<file path="config.mk">
export PLATFORM = sky130hd
export DESIGN_NAME = adc_host_bridge
export DESIGN_NICKNAME = d
export VERILOG_FILES = /design/src/rtl/adc_bridge_pkg.sv /design/src/rtl/rdy_sync.sv /design/src/rtl/capture_reg.sv /design/src/rtl/strobe_steer.sv /design/src/rtl/adc_host_bridge.sv
export SDC_FILE = /design/constraint.sdc
export NUM_CORES = 1
export LEC_CHECK = 0
export ABC_CLOCK_PERIOD_IN_PS = 1850
export BUFFER_PORTS_ARGS = -buffer_cell sky130_fd_sc_hd__buf_2
export CORE_MARGIN = 8
export CORE_UTILIZATION = 30
export DETAILED_ROUTE_END_ITERATION = 12
export GPL_ROUTABILITY_DRIVEN = 0
export PLACE_DENSITY = 0.6
export SYNTH_ARGS = -nofsm -noshare
export SYNTH_HDL_FRONTEND = slang
export SYNTH_HIERARCHICAL = 1
export SYNTH_SLANG_ARGS = --single-unit
</file>
<file path="constraint.sdc">
create_clock -name clk -period 1.85 [get_ports clk]
set_input_delay 0.2775 -clock clk [delete_from_list [all_inputs] [get_ports clk]]
set_output_delay 0.2775 -clock clk [all_outputs]
set_load 0.03 [all_outputs]
</file>
<file path="src/rtl/adc_bridge_pkg.sv">
package adc_bridge_pkg;
  localparam int unsigned WORD_W = 12;
  localparam int unsigned ADDR_W = 4;
  localparam logic [WORD_W-1:0] TEST_BITS = 12'h670;

  function automatic logic [WORD_W-1:0] sanitize_ctrl(
      input logic [WORD_W-1:0] raw, input logic [WORD_W-1:0] forced);
    return raw & ~forced;
  endfunction

  function automatic logic addr_match(
      input logic [ADDR_W-1:0] a, input logic [ADDR_W-1:0] target);
    return a == target;
  endfunction
endpackage

</file>
<file path="src/rtl/rdy_sync.sv">
module rdy_sync #(
  parameter int unsigned STAGES = 2
) (
  input  logic clk,
  input  logic rst_n,
  input  logic async_in,
  output logic rise_pulse
);
  localparam int unsigned LAST = STAGES - 1;
  logic [STAGES-1:0] chain;
  logic              prev_q;

  always_ff @(posedge clk or negedge rst_n) begin
    if (!rst_n) chain[0] <= 1'b0;
    else        chain[0] <= async_in;
  end

  genvar g;
  generate
    for (g = 1; g < STAGES; g++) begin : g_stage
      always_ff @(posedge clk or negedge rst_n) begin
        if (!rst_n) chain[g] <= 1'b0;
        else        chain[g] <= chain[g-1];
      end
    end
  endgenerate

  always_ff @(posedge clk or negedge rst_n) begin
    if (!rst_n) prev_q <= 1'b0;
    else        prev_q <= chain[LAST];
  end

  assign rise_pulse = chain[LAST] & ~prev_q;


  single_pulse_chk: assert property (@(posedge clk) disable iff (!rst_n)
    rise_pulse |=> !rise_pulse);
endmodule

</file>
<file path="src/rtl/capture_reg.sv">
module capture_reg #(
  parameter int unsigned W = 12
) (
  input  logic         clk,
  input  logic         rst_n,
  input  logic         cap_req,
  input  logic         cap_block,
  input  logic         rd_hit,
  input  logic [W-1:0] word_in,
  output logic [W-1:0] held,
  output logic         irq,
  output logic         ovr
);
  logic cap_go;
  assign cap_go = cap_req & ~cap_block;

  always_ff @(posedge clk or negedge rst_n) begin
    if (!rst_n) begin
      held <= '0;
      irq  <= 1'b0;
      ovr  <= 1'b0;
    end else begin
      if (cap_go) held <= word_in;
      if (cap_go)      irq <= 1'b1;
      else if (rd_hit) irq <= 1'b0;
      if (cap_go && irq && !rd_hit) ovr <= 1'b1;
      else if (rd_hit)              ovr <= 1'b0;
    end
  end


  cap_irq_chk: assert property (@(posedge clk) disable iff (!rst_n)
    cap_go |=> irq && held == $past(word_in));

  read_clears_chk: assert property (@(posedge clk) disable iff (!rst_n)
    (rd_hit && !cap_go) |=> !irq);

  overrun_chk: assert property (@(posedge clk) disable iff (!rst_n)
    (cap_go && irq && !rd_hit) |=> ovr);

  blocked_hold_chk: assert property (@(posedge clk) disable iff (!rst_n)
    (cap_req && cap_block && !rd_hit) |=> $stable(held) && $stable(irq) && $stable(ovr));
endmodule

</file>
<file path="src/rtl/strobe_steer.sv">
module strobe_steer
  import adc_bridge_pkg::*;
#(
  parameter logic [ADDR_W-1:0] DATA_ADDR = 4'd0,
  parameter logic [ADDR_W-1:0] CTRL_ADDR = 4'd1,
  parameter logic [WORD_W-1:0] FORCE0    = TEST_BITS
) (
  input  logic [ADDR_W-1:0] addr,
  input  logic              rd,
  input  logic              wr,
  input  logic [WORD_W-1:0] wdata,
  output logic              rd_hit,
  output logic              wr_hit,
  output logic              cs_n,
  output logic              rd_n,
  output logic              wr_n,
  output logic              bus_oe,
  output logic [WORD_W-1:0] bus_o
);
  always_comb begin
    rd_hit = rd & addr_match(addr, DATA_ADDR);
    wr_hit = wr & addr_match(addr, CTRL_ADDR);
    cs_n   = 1'b0;
    rd_n   = wr_hit;
    wr_n   = ~wr_hit;
    bus_oe = wr_hit;
    bus_o  = wr_hit ? sanitize_ctrl(wdata, FORCE0) : '0;
  end
endmodule

</file>
<file path="src/rtl/adc_host_bridge.sv">
module adc_host_bridge
  import adc_bridge_pkg::*;
#(
  parameter int unsigned       SYNC_STAGES = 2,
  parameter logic [ADDR_W-1:0] DATA_ADDR   = 4'd0,
  parameter logic [ADDR_W-1:0] CTRL_ADDR   = 4'd1
) (
  input  logic              clk,
  input  logic              rst_n,
  input  logic              cnv_rdy,
  input  logic [WORD_W-1:0] cnv_bus_i,
  output logic [WORD_W-1:0] cnv_bus_o,
  output logic              cnv_bus_oe,
  output logic              cnv_cs_n,
  output logic              cnv_rd_n,
  output logic              cnv_wr_n,
  input  logic [ADDR_W-1:0] host_addr,
  input  logic              host_rd,
  input  logic              host_wr,
  input  logic [WORD_W-1:0] host_wdata,
  output logic [WORD_W-1:0] host_rdata,
  output logic              host_rdata_oe,
  output logic              host_irq,
  output logic              host_ovr
);
  logic              rdy_rise;
  logic              rd_hit;
  logic              wr_hit;
  logic [WORD_W-1:0] held_word;

  rdy_sync #(.STAGES(SYNC_STAGES)) sync_i (
    .clk(clk), .rst_n(rst_n), .async_in(cnv_rdy), .rise_pulse(rdy_rise));

  strobe_steer #(.DATA_ADDR(DATA_ADDR), .CTRL_ADDR(CTRL_ADDR), .FORCE0(TEST_BITS)) steer_i (
    .addr(host_addr), .rd(host_rd), .wr(host_wr), .wdata(host_wdata),
    .rd_hit(rd_hit), .wr_hit(wr_hit), .cs_n(cnv_cs_n), .rd_n(cnv_rd_n),
    .wr_n(cnv_wr_n), .bus_oe(cnv_bus_oe), .bus_o(cnv_bus_o));

  capture_reg #(.W(WORD_W)) cap_i (
    .clk(clk), .rst_n(rst_n), .cap_req(rdy_rise), .cap_block(wr_hit),
    .rd_hit(rd_hit), .word_in(cnv_bus_i), .held(held_word),
    .irq(host_irq), .ovr(host_ovr));

  assign host_rdata_oe = rd_hit;
  assign host_rdata    = rd_hit ? held_word : '0;


  test_bits_zero_chk: assert property (@(posedge clk) disable iff (!rst_n)
    cnv_bus_oe |-> ((cnv_bus_o & TEST_BITS) == '0) && cnv_rd_n && !cnv_wr_n);

  irq_fall_chk: assert property (@(posedge clk) disable iff (!rst_n)
    $fell(host_irq) |-> $past(host_rdata_oe));

  rd_release_chk: assert property (@(posedge clk) disable iff (!rst_n)
    cnv_rd_n |-> cnv_bus_oe && host_wr);
endmodule

</file>
# Word-level counts from Yosys, hierarchy flattened
# Index checks and enable logic that the tools add are counted.
# op_classes
shift	0
mul	0
n_eq_ne	1
add_sub_neg	0
order_cmp	0
mux	5
reduce_logical	6
bitwise	6
div	0
# ops
op	count
12-bit two-way mux	2
1-bit bitwise AND	4
4-bit by 1-bit equality test with 1-bit output (second input constant)	1
4-bit logical NOT	1
2-bit nonzero test	2
1-bit two-way mux	3
1-bit logical AND	2
1-bit inverter	2
1-bit logical NOT	1
# word_totals
memories	0
regBits	17
output_inout_bits	31
ram_bits	0
latchBits	0
word_cells	24
rom_bits	0

# Logic depth before layout (Yosys ltp)
# depth
word_depth	7
depth_mapped	6

# Cells and area by module
# The synthesis kept the hierarchy.
# modules_own_cells
mod	area_each_um2	cells_per_inst	n_inst	seq_area_each_um2
capture_reg	585.6	33	1	350.3
strobe_steer	202.7	32	1	0.0
adc_host_bridge	96.3	13	1	0.0
rdy_sync	88.8	4	1	75.1

# Worst setup path after synthesis
# No wires, ideal clock.
# synth_timing
kind	input-to-output
start	in host_addr[3]
end	out host_rdata[10]
arrival_ns	1.699
path_stages	5
slack_ns	-0.126
path_buffers	2
cell_sequence	or2_1 buf_6 nor4b_4 buf_6 and2_1
# synth_via
elab_chain_len	3
# synth_lines
element	line_no	source
from (decl)	adc_host_bridge.sv:17	input logic [ADDR_W-1:0] host_addr,
4-bit logical NOT	adc_bridge_pkg.sv:13	return a == target;
1-bit bitwise AND	strobe_steer.sv:21	rd_hit = rd & addr_match(addr, DATA_ADDR);
net host_rdata_oe	adc_host_bridge.sv:22	output logic host_rdata_oe,
12-bit two-way mux	adc_host_bridge.sv:45	assign host_rdata = rd_hit ? held_word : '0;
to (decl)	adc_host_bridge.sv:21	output logic [WORD_W-1:0] host_rdata,
# The timed path passes the listed nets, and every way through them passes these cells.

# Worst setup path in the final report
# layout_timing
start	in host_addr[3]
end	out host_rdata[11]
# layout_via
elab_chain_len	3
# layout_lines
element	line_no
4-bit logical NOT	adc_bridge_pkg.sv:13
1-bit bitwise AND	strobe_steer.sv:21
12-bit two-way mux	adc_host_bridge.sv:45
# No other way between the ends.

==> impl_results.md <==
- Final worst slack: 0.137 ns
- Worst r2r src: sync_i/prev_q$_DFF_PN0_
- Met2 wire len: 1060 um
- Sequential area share after synthesis: 43.7%
- Clk buf depth: 2
- Final setup viols: 0
- Buffers on Ports: 52
- Hold Crit Start: cnv_rdy
- CP startpoint kind: input pin
- Max cap viols: 0
- Metal1 wirelength: 878 um
- Number of CTS-inserted buffers: 3
- Crit path time final: 1.71 ns
- Setup slack at placement: 0.122 ns
- Reg2Reg Depth: 4
- Hold Path Class: in2reg
- Max Fclk: 584 MHz
- Setup CP Type: in2out
- CP arrival: roughly 1.4 ns
- Drt first pass iters: 4
- Overall Global Routing Usage: 8.51%
- Hold Path End: sync_i/chain[0]$_DFF_PN0_
- Wirelength per Cell: around 12 um
- Layout cell share with drive strength beyond 1: 65.2%
- Highest Signal Layer: met3
- DPL Wire Length: around 1800 um
- Reg clk slew, reported paths: 0.09 ns
- Yosys warns: 6
- Met3 wire len: approximately 280 um
- RSZ-0062 raised after global routing: false
- DRT iter0 DRCs: 10
- CP Max Fanout: 15
- Rows: 20
- P&R area growth vs syn: 31.4%
- Top Ports: 64
- FF+latch count, synth: 17
- Initial Util: 31.6%
- Grt ovf: 0
- ANT cells: 0
- H-tree levels: 1
- Later-pin clock latency in the skew report: 0.28 ns
- Clk_skew: 0.000942 ns
- CP max stage delay: 0.27 ns
- Synthesized area: roughly 970 um2
- Static leakage: 0.693 nW
- CP most frequent cell: buf_2
- Worst Setup SP: host_addr[3]
- Final nets: about 170
- Vias in the first global route: between 800 and 900
- Core ar.: 3080 um2
- DRT Wirelength: 2220 um
- Tcrit/Tclk final: about 90%
- Chip Width: between 70 and 80 um
- CTS Sinks: 17
- Die Y-Extent: 73.0 um
- Setup TNS Final: 0 ns
- Final ANT Viol Nets: 0
- CTS tree: yes
- Clock Root Buffer: clkbuf_4
- Post-CTS Setup Bufs: 0
- Vias: 755
- Antenna violations before repair: 0
- Setup crit end kind: primary output
- DIE AREA: 5320 um2
- Largest net degree at the start of global routing: 18
- Req. time, crit path: around 1.6 ns
- Cells after Synth: 82
- Final Hold Violating Endpoints: 0
- Worst hold stages: 1
- Worst VDD drop: 0.000169 V
- R2R Path End: cap_i/held[5]$_DFFE_PN0P_
- R2R setup slack: 0.57 ns
- Status: finished, final reports clean
- Routed vias/inst: between 4 and 5
- Syn_area_per_cell: 11.9 um2
- CP max stage cell: or2_1
- First-pass GRT wire length: 3680 um
- Cell Chain, Critical Path: buf_2, or2_1, nor4b_4, buf_4, and2_2, buf_2
- Pwr dens: 645 nW/um2
- DRC viols: 0
- # fillers: about 320
- Fin. max-slew vios: 0
- Netlist cell types: 24
stage by stage:
step / power [W] / instances / hold slack, ns / utilization [%] / cell area [um2]
2_1_floorplan: 0.000592 / 87 / -0.0181 / - / 997
3_3_place_gp: 0.000636 / 174 / 0.212 / 40.3 / 1240
3_5_place_dp: 0.000644 / 174 / 0.221 / 40.3 / 1240
4_1_cts: 0.000843 / 179 / 0.0845 / 41.5 / 1280
5_1_grt: 0.000880 / 179 / 0.0800 / 41.5 / 1280
6_report: 0.000825 / 179 / 0.0983 / 41.5 / 1280
state kept, by name, indices dropped and copies added (netlist names):
signal / count
cap_i/held: 12
sync_i/chain: 2
cap_i/irq: 1
cap_i/ovr: 1
sync_i/prev_q: 1
how the worst max path moves through the flow:
stage / slack (ns) / to / depth (start not counted)
floorplan: -0.02 / host_rdata[0] / 5
global placement: 0.16 / host_rdata[9] / 6
detailed placement: 0.12 / host_rdata[11] / 6
CTS: 0.11 / host_rdata[11] / 6
global route: 0.07 / host_rdata[11] / 6
finish: 0.14 / host_rdata[11] / 6
where the power goes:
group	switching, W	internal (W)
logic	0.0000925	0.000103
registers	0.0000226	0.000419
clock network	0.000109	0.0000801
cells in the mapped netlist (all sizes together):
cell	instances	area [um2]
nor3	7	35.0
nand2	8	30.0
nor4b	1	23.8
conb	1	3.75
inv	1	3.75
clkbuf	1	3.75
o22ai	1	6.26
or2b	2	20.0
and2	12	85.1
and3	1	6.26
or2	1	6.26
nor2	1	3.75
nand3	1	5.00
buf	11	103
mux2	12	173
nor2b	3	33.8
nand2b	1	6.26
dfrtp	17	425
layout by cell type, fill, tap and decap left out, types with 2 or more instances in the layout:
master	count
dfrtp_1	17
nor3_1	7
conb_1	6
mux2_4	10
nor2b_4	2
and2_2	12
nand2_1	8
mux2_2	2
clkbuf_4	3
buf_4	2
buf_2	52
cells by family after synthesis:
kind of cell / after synthesis / synth area share [%]
AND/OR/NAND/NOR: 38 / 26.2
flip-flops: 17 / 43.7
buffers and inverters: 13 / 11.3
multiplexers: 12 / 17.7
AO/OA/AOI/OAI: 1 / 0.643
other: 1 / 0.385
area by class of cell:
class,instances,area (um2),area share [%]
multi-input cells,57,462,36.1
flip-flops and latches,17,425,33.3
well taps,44,55.1,4.31
repair buffers,56,305,23.9
inverters,1,3.75,0.294
clock inverters,1,5.00,0.391
clock buffers,3,22.5,1.76
critical path, delay by kind of cell:
kind,cells,cell delay [ns]
simple gates,3,0.65
buf+inv,3,0.51
timing repair:
item,CTS,global route
resized for setup,0,0
hold buffers,1,0
hold endpoints to repair,17,0
layer usage:
layer  GRT usage [%]  vias up
met5               0        -
met1            8.73      348
met2            15.0       46
met3            3.85        0
li1                -      361
met4            2.67        0
(Power assumes the default switching activity.)
